## src/rtl/mqtw_pkg.sv

```systemverilog
package mqtw_pkg;
  localparam int DW        = 32;
  localparam int USED_BIT  = 31;
  localparam int WRAP_BIT  = 30;
  localparam int LAST_BIT  = 15;
  localparam int DESC_STEP = 8;
  localparam int W1_OFS    = 4;

  typedef enum logic [2:0] {
    ST_IDLE,
    ST_ADDR0,
    ST_ADDR1,
    ST_EVAL,
    ST_WBACK
  } walk_st_t;
endpackage

```

## src/rtl/mqtw_ptr_bank.sv

```systemverilog
module mqtw_ptr_bank #(
  parameter int NQ = 4,
  parameter int AW = 32,
  parameter int QW = 2
) (
  input  logic             clk,
  input  logic             rst,
  input  logic             tx_en,
  input  logic             wr_en,
  input  logic [QW-1:0]    wr_q,
  input  logic [AW-1:0]    wr_addr,
  input  logic             adv_en,
  input  logic [QW-1:0]    adv_q,
  input  logic [AW-1:0]    adv_ptr,
  output logic [NQ*AW-1:0] cur_flat,
  output logic [NQ*AW-1:0] base_flat
);
  // one ring-start / current-pointer pair per queue
  for (genvar gi = 0; gi < NQ; gi++) begin : g_q
    logic [AW-1:0] base_r;
    logic [AW-1:0] cur_r;

    always_ff @(posedge clk) begin
      if (rst) begin
        base_r <= '0;
        cur_r  <= '0;
      end else if (wr_en && wr_q == QW'(gi)) begin
        base_r <= wr_addr;
        cur_r  <= wr_addr;
      end else if (!tx_en) begin
        cur_r <= base_r;
      end else if (adv_en && adv_q == QW'(gi)) begin
        cur_r <= adv_ptr;
      end
    end

    assign cur_flat[gi*AW +: AW]  = cur_r;
    assign base_flat[gi*AW +: AW] = base_r;
  end
endmodule

```

## src/rtl/mqtw_len_clip.sv

```systemverilog
module mqtw_len_clip #(
  parameter int LENW   = 14,
  parameter int MAXLEN = 2048,
  parameter int ACCW   = 12
) (
  input  logic [ACCW-1:0] acc_in,
  input  logic [LENW-1:0] len_in,
  output logic [LENW-1:0] seg_len,
  output logic [ACCW-1:0] acc_out,
  output logic            clipped
);
  localparam int CW = ((LENW > ACCW) ? LENW : ACCW) + 1;

  logic [CW-1:0] room;
  logic [CW-1:0] len_x;
  logic [CW-1:0] take;
  logic [CW-1:0] sum;

  always_comb begin
    room    = CW'(MAXLEN) - CW'(acc_in);
    len_x   = CW'(len_in);
    clipped = (len_x > room);
    take    = clipped ? room : len_x;
    sum     = CW'(acc_in) + take;
    seg_len = LENW'(take);
    acc_out = ACCW'(sum);
  end
endmodule

```

## src/rtl/mqtw_walk_fsm.sv

```systemverilog
module mqtw_walk_fsm
  import mqtw_pkg::*;
#(
  parameter int NQ     = 4,
  parameter int AW     = 32,
  parameter int QW     = 2,
  parameter int LENW   = 14,
  parameter int MAXLEN = 2048
) (
  input  logic             clk,
  input  logic             rst,
  input  logic             tx_en,
  input  logic             start,
  input  logic [NQ*AW-1:0] cur_flat,
  input  logic [NQ*AW-1:0] base_flat,
  output logic             adv_en,
  output logic [QW-1:0]    adv_q,
  output logic [AW-1:0]    adv_ptr,
  output logic             mem_re,
  output logic             mem_we,
  output logic [AW-1:0]    mem_addr,
  output logic [DW-1:0]    mem_wdata,
  input  logic [DW-1:0]    mem_rdata,
  output logic             seg_valid,
  output logic [AW-1:0]    seg_addr,
  output logic [LENW-1:0]  seg_len,
  output logic [QW-1:0]    seg_q,
  output logic             seg_last,
  output logic [NQ-1:0]    ev_done,
  output logic [NQ-1:0]    ev_used,
  output logic [NQ-1:0]    ev_trunc
);
  localparam int ACCW = $clog2(MAXLEN + 1);
  localparam logic [DW-1:0] USED_MASK = DW'(1) << USED_BIT;

  walk_st_t      state;
  logic [QW-1:0] q_r;
  logic [AW-1:0] walk_r;
  logic [AW-1:0] buf_r;
  logic [AW-1:0] first_addr_r;
  logic [DW-1:0] first_w1_r;
  logic          first_r;
  logic [ACCW-1:0] acc_r;
  logic          trunc_r;

  logic [QW-1:0]   q_dn;
  logic [AW-1:0]   cur_top;
  logic [AW-1:0]   cur_dn;
  logic [AW-1:0]   base_q;
  logic [AW-1:0]   nxt_ptr;
  logic            w1_used;
  logic            w1_wrap;
  logic            w1_last;
  logic [LENW-1:0] clip_len;
  logic [ACCW-1:0] clip_acc;
  logic            clip_hit;

  always_comb begin
    q_dn    = q_r - 1'b1;
    cur_top = cur_flat[(NQ-1)*AW +: AW];
    cur_dn  = cur_flat[q_dn*AW +: AW];
    base_q  = base_flat[q_r*AW +: AW];
    w1_used = mem_rdata[USED_BIT];
    w1_wrap = mem_rdata[WRAP_BIT];
    w1_last = mem_rdata[LAST_BIT];
    nxt_ptr = w1_wrap ? base_q : walk_r + AW'(DESC_STEP);
  end

  mqtw_len_clip #(
    .LENW  (LENW),
    .MAXLEN(MAXLEN),
    .ACCW  (ACCW)
  ) u_clip (
    .acc_in (acc_r),
    .len_in (mem_rdata[LENW-1:0]),
    .seg_len(clip_len),
    .acc_out(clip_acc),
    .clipped(clip_hit)
  );

  always_ff @(posedge clk) begin
    if (rst) begin
      state        <= ST_IDLE;
      q_r          <= '0;
      walk_r       <= '0;
      buf_r        <= '0;
      first_addr_r <= '0;
      first_w1_r   <= '0;
      first_r      <= 1'b0;
      acc_r        <= '0;
      trunc_r      <= 1'b0;
      adv_en       <= 1'b0;
      adv_q        <= '0;
      adv_ptr      <= '0;
      mem_re       <= 1'b0;
      mem_we       <= 1'b0;
      mem_addr     <= '0;
      mem_wdata    <= '0;
      seg_valid    <= 1'b0;
      seg_addr     <= '0;
      seg_len      <= '0;
      seg_q        <= '0;
      seg_last     <= 1'b0;
      ev_done      <= '0;
      ev_used      <= '0;
      ev_trunc     <= '0;
    end else begin
      mem_re    <= 1'b0;
      mem_we    <= 1'b0;
      seg_valid <= 1'b0;
      adv_en    <= 1'b0;
      ev_done   <= '0;
      ev_used   <= '0;
      ev_trunc  <= '0;
      case (state)
        ST_IDLE: begin
          if (start && tx_en) begin
            q_r      <= QW'(NQ-1);
            walk_r   <= cur_top;
            mem_re   <= 1'b1;
            mem_addr <= cur_top;
            first_r  <= 1'b1;
            acc_r    <= '0;
            trunc_r  <= 1'b0;
            state    <= ST_ADDR0;
          end
        end
        ST_ADDR0: begin
          mem_re   <= 1'b1;
          mem_addr <= walk_r + AW'(W1_OFS);
          state    <= ST_ADDR1;
        end
        ST_ADDR1: begin
          buf_r <= mem_rdata[AW-1:0];
          state <= ST_EVAL;
        end
        ST_EVAL: begin
          if (!tx_en) begin
            state <= ST_IDLE;
          end else if (w1_used) begin
            ev_used[q_r] <= 1'b1;
            if (q_r == '0) begin
              state <= ST_IDLE;
            end else begin
              q_r      <= q_dn;
              walk_r   <= cur_dn;
              mem_re   <= 1'b1;
              mem_addr <= cur_dn;
              first_r  <= 1'b1;
              acc_r    <= '0;
              trunc_r  <= 1'b0;
              state    <= ST_ADDR0;
            end
          end else begin
            if (clip_len != '0 || w1_last) begin
              seg_valid <= 1'b1;
              seg_addr  <= buf_r;
              seg_len   <= clip_len;
              seg_q     <= q_r;
              seg_last  <= w1_last;
            end
            acc_r   <= clip_acc;
            trunc_r <= trunc_r | clip_hit;
            first_r <= 1'b0;
            if (first_r) begin
              first_addr_r <= walk_r;
              first_w1_r   <= mem_rdata;
            end
            walk_r <= nxt_ptr;
            if (w1_last) begin
              mem_we        <= 1'b1;
              mem_addr      <= (first_r ? walk_r : first_addr_r) + AW'(W1_OFS);
              mem_wdata     <= (first_r ? mem_rdata : first_w1_r) | USED_MASK;
              ev_done[q_r]  <= 1'b1;
              ev_trunc[q_r] <= trunc_r | clip_hit;
              adv_en        <= 1'b1;
              adv_q         <= q_r;
              adv_ptr       <= nxt_ptr;
              state         <= ST_WBACK;
            end else begin
              mem_re   <= 1'b1;
              mem_addr <= nxt_ptr;
              state    <= ST_ADDR0;
            end
          end
        end
        ST_WBACK: begin
          mem_re   <= 1'b1;
          mem_addr <= walk_r;
          first_r  <= 1'b1;
          acc_r    <= '0;
          trunc_r  <= 1'b0;
          state    <= ST_ADDR0;
        end
        default: state <= ST_IDLE;
      endcase
    end
  end
endmodule

```

## src/rtl/mq_txdesc_walker.sv

```systemverilog
module mq_txdesc_walker #(
  parameter int NQ     = 4,
  parameter int AW     = 32,
  parameter int LENW   = 14,
  parameter int MAXLEN = 2048,
  parameter int QW     = (NQ > 1) ? $clog2(NQ) : 1
) (
  input  logic            clk,
  input  logic            rst,
  input  logic            tx_en,
  input  logic            start,
  input  logic            ptr_wr,
  input  logic [QW-1:0]   ptr_wr_q,
  input  logic [AW-1:0]   ptr_wr_addr,
  output logic            mem_re,
  output logic            mem_we,
  output logic [AW-1:0]   mem_addr,
  output logic [31:0]     mem_wdata,
  input  logic [31:0]     mem_rdata,
  output logic            seg_valid,
  output logic [AW-1:0]   seg_addr,
  output logic [LENW-1:0] seg_len,
  output logic [QW-1:0]   seg_q,
  output logic            seg_last,
  output logic [NQ-1:0]   ev_done,
  output logic [NQ-1:0]   ev_used,
  output logic [NQ-1:0]   ev_trunc
);
  logic [NQ*AW-1:0] cur_flat;
  logic [NQ*AW-1:0] base_flat;
  logic             adv_en;
  logic [QW-1:0]    adv_q;
  logic [AW-1:0]    adv_ptr;

  mqtw_ptr_bank #(
    .NQ(NQ),
    .AW(AW),
    .QW(QW)
  ) u_ptrs (
    .clk      (clk),
    .rst      (rst),
    .tx_en    (tx_en),
    .wr_en    (ptr_wr),
    .wr_q     (ptr_wr_q),
    .wr_addr  (ptr_wr_addr),
    .adv_en   (adv_en),
    .adv_q    (adv_q),
    .adv_ptr  (adv_ptr),
    .cur_flat (cur_flat),
    .base_flat(base_flat)
  );

  mqtw_walk_fsm #(
    .NQ    (NQ),
    .AW    (AW),
    .QW    (QW),
    .LENW  (LENW),
    .MAXLEN(MAXLEN)
  ) u_walk (
    .clk      (clk),
    .rst      (rst),
    .tx_en    (tx_en),
    .start    (start),
    .cur_flat (cur_flat),
    .base_flat(base_flat),
    .adv_en   (adv_en),
    .adv_q    (adv_q),
    .adv_ptr  (adv_ptr),
    .mem_re   (mem_re),
    .mem_we   (mem_we),
    .mem_addr (mem_addr),
    .mem_wdata(mem_wdata),
    .mem_rdata(mem_rdata),
    .seg_valid(seg_valid),
    .seg_addr (seg_addr),
    .seg_len  (seg_len),
    .seg_q    (seg_q),
    .seg_last (seg_last),
    .ev_done  (ev_done),
    .ev_used  (ev_used),
    .ev_trunc (ev_trunc)
  );
endmodule

```

## config.mk

```make
export PLATFORM = sky130hd
export DESIGN_NAME = mq_txdesc_walker
export DESIGN_NICKNAME = d
export VERILOG_FILES = /design/src/rtl/mqtw_pkg.sv /design/src/rtl/mqtw_ptr_bank.sv /design/src/rtl/mqtw_len_clip.sv /design/src/rtl/mqtw_walk_fsm.sv /design/src/rtl/mq_txdesc_walker.sv
export SDC_FILE = /design/constraint.sdc
export NUM_CORES = 2
export LEC_CHECK = 0
export ABC_AREA = 1
export BUFFER_PORTS_ARGS = -buffer_cell sky130_fd_sc_hd__buf_2
export CAP_MARGIN = 0
export CORE_MARGIN = 2
export CORE_UTILIZATION = 40
export DETAILED_ROUTE_END_ITERATION = 7
export REMOVE_ABC_BUFFERS = 1
export SYNTH_ARGS = -nofsm -noshare
export SYNTH_HDL_FRONTEND = slang
export SYNTH_SLANG_ARGS = --single-unit
```

## constraint.sdc

```tcl
create_clock -name clk -period 4.4 [get_ports clk]
set_clock_uncertainty 0.1 [all_clocks]
set_input_delay 0.44 -clock clk [delete_from_list [all_inputs] [get_ports clk]]
set_output_delay 0.44 -clock clk [all_outputs]
set_load 0.02 [all_outputs]
```

# Word-level counts from Yosys, hierarchy flattened
# Index checks and enable logic that the tools add are counted.
[word_totals] reg_bits=564 latchBits=0 ram_bits=0 rom_bits=0 inputBits=71 out_inout_bits=128 word_cells=159 mem_count=0
[op_classes] n_addsub=6 multipliers=0 n_div=0 n_lt_le_gt_ge=3 n_eq_ne=19 n_shift=2 muxes=61 n_bitwise=6 n_reduce_logical=31
[ops] operator="two-way mux 32 bit" n=21
[ops] operator="variable part select 128 x 8 -> 32 bit" n=2
[ops] operator="case mux 32 bit (4 select lines)" n=1
[ops] operator="adder 32 x 3 -> 32 bit, second input constant" n=2
[ops] operator="case mux 32 bit (2 select lines)" n=1
[ops] operator="two-way mux 12 bit" n=4
[ops] operator="case mux 12 bit (3 select lines)" n=1
[ops] operator="adder 32 x 4 -> 32 bit, second input constant" n=1
[ops] operator="two-way mux 31 bit" n=1
[ops] operator="AND reduction 4 bit" n=6
[ops] operator="two-way mux 1 bit" n=17
[ops] operator="> comparator 14 x 15 -> 1 bit" n=1
[ops] operator="case mux 3 bit (5 select lines)" n=1
[ops] operator="two-way mux 14 bit" n=1
[ops] operator="nonzero test 14 bit" n=1
[ops] operator="subtractor 12 x 12 -> 13 bit, first input constant" n=1
[ops] operator="adder 12 bit" n=1
[ops] operator="two-way mux 3 bit" n=4
[ops] operator="inequality test 3 x 1 -> 1 bit, second input constant" n=4
[ops] operator="logical AND 1 bit" n=10
[ops] operator="case mux 1 bit (3 select lines)" n=3
[ops] operator="equality test 2 bit, second input constant" n=4
[ops] operator="two-way mux 2 bit" n=4
[ops] operator="OR reduction 4 bit" n=2
[ops] operator="other kinds (25)" n=34

# Depth between registers and ports, before layout
[logic_depth] word_depth=7 mapped_depth=30 depth_no_buf=30

# By module
# From an unflattened synthesis, not the netlist that was laid out.
[unflattened] hier_cells=4919 hier_area_um2=31273.7
[by_module_without_submodules] module="mqtw_walk_fsm" instances=1 cells_each=2695 area_per_inst_um2=17352.9 seq_area_each_um2=6165.9
[by_module_without_submodules] module="mqtw_ptr_bank" instances=1 cells_each=2002 area_per_inst_um2=12585.8 seq_area_each_um2=5124.9
[by_module_without_submodules] module="mqtw_len_clip" instances=1 cells_each=222 area_per_inst_um2=1335.0 seq_area_each_um2=0.0

# Worst setup path after synthesis
# OpenSTA, ideal clock, no wires.
[synth_timing] path_kind="register -> register" from="register u_walk.acc_r[1]" to="register u_walk.acc_r[8]" setup_time_ns=0.070 t_arrival_ns=3.612 slack_ns=0.618 path_stages_with_launch=29 path_buffers=1 path_cell_list="dfxtp_1 > inv_1 > ha_1 > nand2_2 > nor3_1 > xor2_1 > inv_1 > ha_1 > nand2_1 > nand2_1 > nand2_1 > nand2_1 > a21oi_1 > nand2_2 > buf_2 > nand3_1 > nand2_1 > ha_1 > a21oi_1 > o21ai_0 > nand2_1 > nand2_1 > a21oi_1 > nor2_1 > o21ai_0 > nand2_1 > a21oi_1 > o21ai_0 > a21oi_1"
[synth_between] elab_chain_cells=7
[synth_lines] item="start: declaration" line="mqtw_walk_fsm.sv:43" source="logic [ACCW-1:0] acc_r;"
[synth_lines] item="start signal: assignment" line="mqtw_walk_fsm.sv:162" source="acc_r <= clip_acc;"
[synth_lines] item="subtractor 12 x 12 -> 13 bit (*)" line="mqtw_len_clip.sv:20" source="room = CW'(MAXLEN) - CW'(acc_in);"
[synth_lines] item="> comparator 14 x 15 -> 1 bit" line="mqtw_len_clip.sv:22" source="clipped = (len_x > room);"
[synth_lines] item="two-way mux 14 bit (*)" line="mqtw_len_clip.sv:23" source="take = clipped ? room : len_x;"
[synth_lines] item="via u_walk.clip_len[3]" line="mqtw_walk_fsm.sv:54" source="logic [LENW-1:0] clip_len;"
[synth_lines] item="adder 12 bit (*)" line="mqtw_len_clip.sv:24" source="sum = CW'(acc_in) + take;"
[synth_lines] item="two-way mux 12 bit (*)" line="mqtw_walk_fsm.sv:140" source="end else if (w1_used) begin"
[synth_lines] item="two-way mux 12 bit (*)" line="mqtw_walk_fsm.sv:138" source="if (!tx_en) begin"
[synth_lines] item="case mux 12 bit (3 select lines) (*)" line="mqtw_walk_fsm.sv:115" source="case (state)"
# Mark *: on every way through the listed nets, which the timed path passes. The rest lies on a longest branch. The select of a mux whose other input is x is not followed.
# A chain may end at the register's enable or synchronous reset.

# Worst setup path after layout
[layout_timing] from="register u_walk.acc_r[0]" to="register u_walk.acc_r[9]"
# The elaborated chain is that of the path after synthesis.

==> qor.txt <==
area post-placement: 30,730 um2
total negative slack: 0 ps
Clock Power Share: 0.416
fmax: 0.2486 GHz
root buffer cell: clkbuf_16
Residual DRC: 0
crit start category: register
ANT nets after route: 0
vias in the first global route: 28,150
syn_area_per_cell: 6.598 um2
Core Region: 71,730 um2
CP Capture Type: register
gr ovfl total: 0
Post-synth EDFFs: 0
met3 usage: 0.03860
max-cap violation count: 0
WP buf/inv: 2
Final GP Congestion: 1.037
CP startpoint: u_walk.acc_r[0]
Tmin final: 4023 ps
placed wire-length estimate: 70.57 mm
Top Family by Delay on Critical Path: simple AND/OR/NAND/NOR gates
I/O Pins: 199
vias per inst: 5.501
global routing usage on met2: 0.4589
final hold vios: 0
switching share of power: 0.3170
1st-pass router iterations: 6
Total Nets Final: 4,565
CTS HTree Levels: 3
Rows: 98
HP Start: ptr_wr_addr[0]
total track usage: 0.2800
cell repeated most along the worst path: nand2_1
DRT iter0 DRCs: 2,423
Worst Hold Class: in -> reg
Yosys warnings: 0
run status: completed
PD cells: 419.1 nW/um2
CP peak stage delay: 330 ps
Post-synth top cells: 1,269 x nand2_1, 584 x o21ai_0, 564 x dfxtp_1
CTS Sinks: 564
initial antenna violation count: 4
Pwr Total: 13.96 mW
top-area cell type share of the netlist area: 0.3885
Initial Utilization: 0.4052
peak supply drop: 265.6 uV
Synth Instances: 4,405
met1 Use GR: 0.3718
port bufs: 198
largest fanout on the critical path: 10
Tightest Pin Transition: 1207 ps
chip height: 273.6 um
Core Util, Final: 0.4643
layout cells sized above 1: 0.1058
# setup viols final: 0
Critical Path RT: 4760 ps
final setup margin: 377.3 ps
Synth Cell Area: 29,060 um2
TritonCTS buffer count: 66
clock tree buffer depth: 3
CTS tree: built
Pint: 9.532 mW
Wirelength per Cell: 19.52 um
die footprint: 74,830 um2
chip width: 273.6 um
via count: 30,040
Routed Wire Length: 106.6 mm
P_sw: 4.424 mW
Synth-to-Final Area Change: 14.58%
post-route cell area: 33,300 um2
combinational power share: 0.182
GR peak layer: met2
WS Path Type: reg -> reg
Leak: 13.60 nW
count leader, synth: nand2_1
Cell variety after synth: 51
largest net degree at the start of global routing: 168
Synth area leader: dfxtp_1
max-slew violation count: 0
Synth area leaders: dfxtp_1 39%, nand2_1 16%, o21ai_0 10%
Worst Hold Slack: 39.72 ps
clk slew on worst S/H paths: 60 ps
placed cell count: 5,317
Max stage delay cell, worst path: ha_2
synthesized flop and latch total: 564
CP Data Arrival Time: 4380 ps
clk_lat worst skew: 630 ps
first-pass GRT wire length: 164.9 mm
Tcrit/Tclk final: 0.9142
sequential cell area fraction in the yosys report: 0.3885
pre-CTS setup slack: 110.6 ps
reg-to-reg critical path startpoint: u_walk.acc_r[0]
Slew HR: 0.1947
Async SR Flop Fraction: 0
Reg power frac: 0.403
Primary FF master, synth: dfxtp_1
Finished Layout Cells: 5,461
cell type report:
cell class              instances  area (um2)
diodes                          1       2.502
clock buffers                  96        1964
clock inverters                24       330.3
fillers                      7522       38430
inverters                     319        1209
multi-input cells            3214       15450
flip-flops and latches        564       11300
well taps                     950        1189
repair buffers                293        1858
path summary, 6_finish.rpt:
kind / end / slack, ps / cells after the start
max: u_walk.acc_r[9] / 380 / 26
min: u_ptrs.g_q[0].base_r[0] / 40 / 3
max reg2reg: u_walk.acc_r[9] / 380 / 26
min reg2reg: u_walk.buf_r[23] / 350 / 2
cells by family (layout without fill, tap and decap cells):
group	count (synthesis)	after routing	synth area share
AND/OR/NAND/NOR	1823	1823	0.2523
AO/OA/AOI/OAI	1322	1322	0.2490
multiplexers	5	5	0.001722
adder cells (fa/ha/maj)	36	36	0.01576
other	0	1	0
XOR/XNOR	28	28	0.008438
buffers and inverters	627	732	0.08433
flip-flops	564	564	0.3885
metal layers:
metal / share of wire / vias to the layer above
met5: 0.00038 / -
met4: 0.037 / 6
met3: 0.059 / 213
met2: 0.46 / 980
met1: 0.45 / 14000
li1: - / 14840
cells in the final DEF (no fill, tap or decap), types with 4 or more instances in the layout:
| cell | n |
|---|---|
| o211ai_1 | 28 |
| a221oi_1 | 24 |
| mux2i_1 | 5 |
| a31oi_1 | 172 |
| clkbuf_1 | 10 |
| o2111ai_1 | 5 |
| ha_1 | 32 |
| o21ai_0 | 581 |
| o22ai_1 | 9 |
| nor2_1 | 288 |
| nand4_1 | 24 |
| o221ai_1 | 17 |
| buf_4 | 69 |
| nand2_1 | 1269 |
| buf_12 | 8 |
| inv_1 | 300 |
| inv_2 | 16 |
| dfxtp_1 | 561 |
| xor2_1 | 25 |
| bufinv_16 | 5 |
| nand3b_1 | 17 |
| nand2_2 | 6 |
| clkinv_2 | 12 |
| a21oi_1 | 425 |
| nor3_1 | 30 |
| clkbuf_8 | 21 |
| a21oi_2 | 21 |
| a211oi_1 | 14 |
| clkbuf_16 | 66 |
| nor2_4 | 4 |
| nand3_2 | 5 |
| nor3_2 | 9 |
| nand3_1 | 150 |
| o21ai_1 | 8 |
| nor2_2 | 10 |
| buf_2 | 197 |
| dlygate4sd3_1 | 18 |
worst min-delay path: cells and delay by family:
kind | cells | cell delay [ps]
buf+inv | 1 | 130
simple gates | 1 | 80
compound gates | 1 | 70
timing repair:
item,CTS,global route
hold buffers,18,0
setup endpoints to repair,0,6
buffers inserted,0,5
endpoints found under the hold margin,33,0
resized for setup,0,14
registers in the layout (all words and copies together), names as in the netlist, 2 cells and up:
register / count
u_walk.seg_addr: 32
u_walk.mem_addr: 32
u_walk.seg_q: 2
u_walk.buf_r: 32
u_walk.ev_done: 4
u_walk.ev_used: 4
u_walk.walk_r: 32
u_walk.seg_len: 14
u_walk.state: 3
u_walk.mem_wdata: 32
u_ptrs.g_q.cur_r: 128
u_walk.adv_q: 2
u_walk.acc_r: 12
u_walk.ev_trunc: 4
u_walk.first_w1_r: 31
u_walk.q_r: 2
u_walk.first_addr_r: 32
u_walk.adv_ptr: 32
u_ptrs.g_q.base_r: 128
power by group through the flow:
stage	logic [mW]	clock network [mW]	registers, mW
5_1_grt	2.79	6.10	5.65
2_1_floorplan	1.36	0	5.76
6_report	2.54	5.80	5.62
3_5_place_dp	2.49	0	5.72
3_3_place_gp	2.49	0	5.72
4_1_cts	2.51	5.91	5.61
No activity file was read; power rests on OpenSTA's default activity.
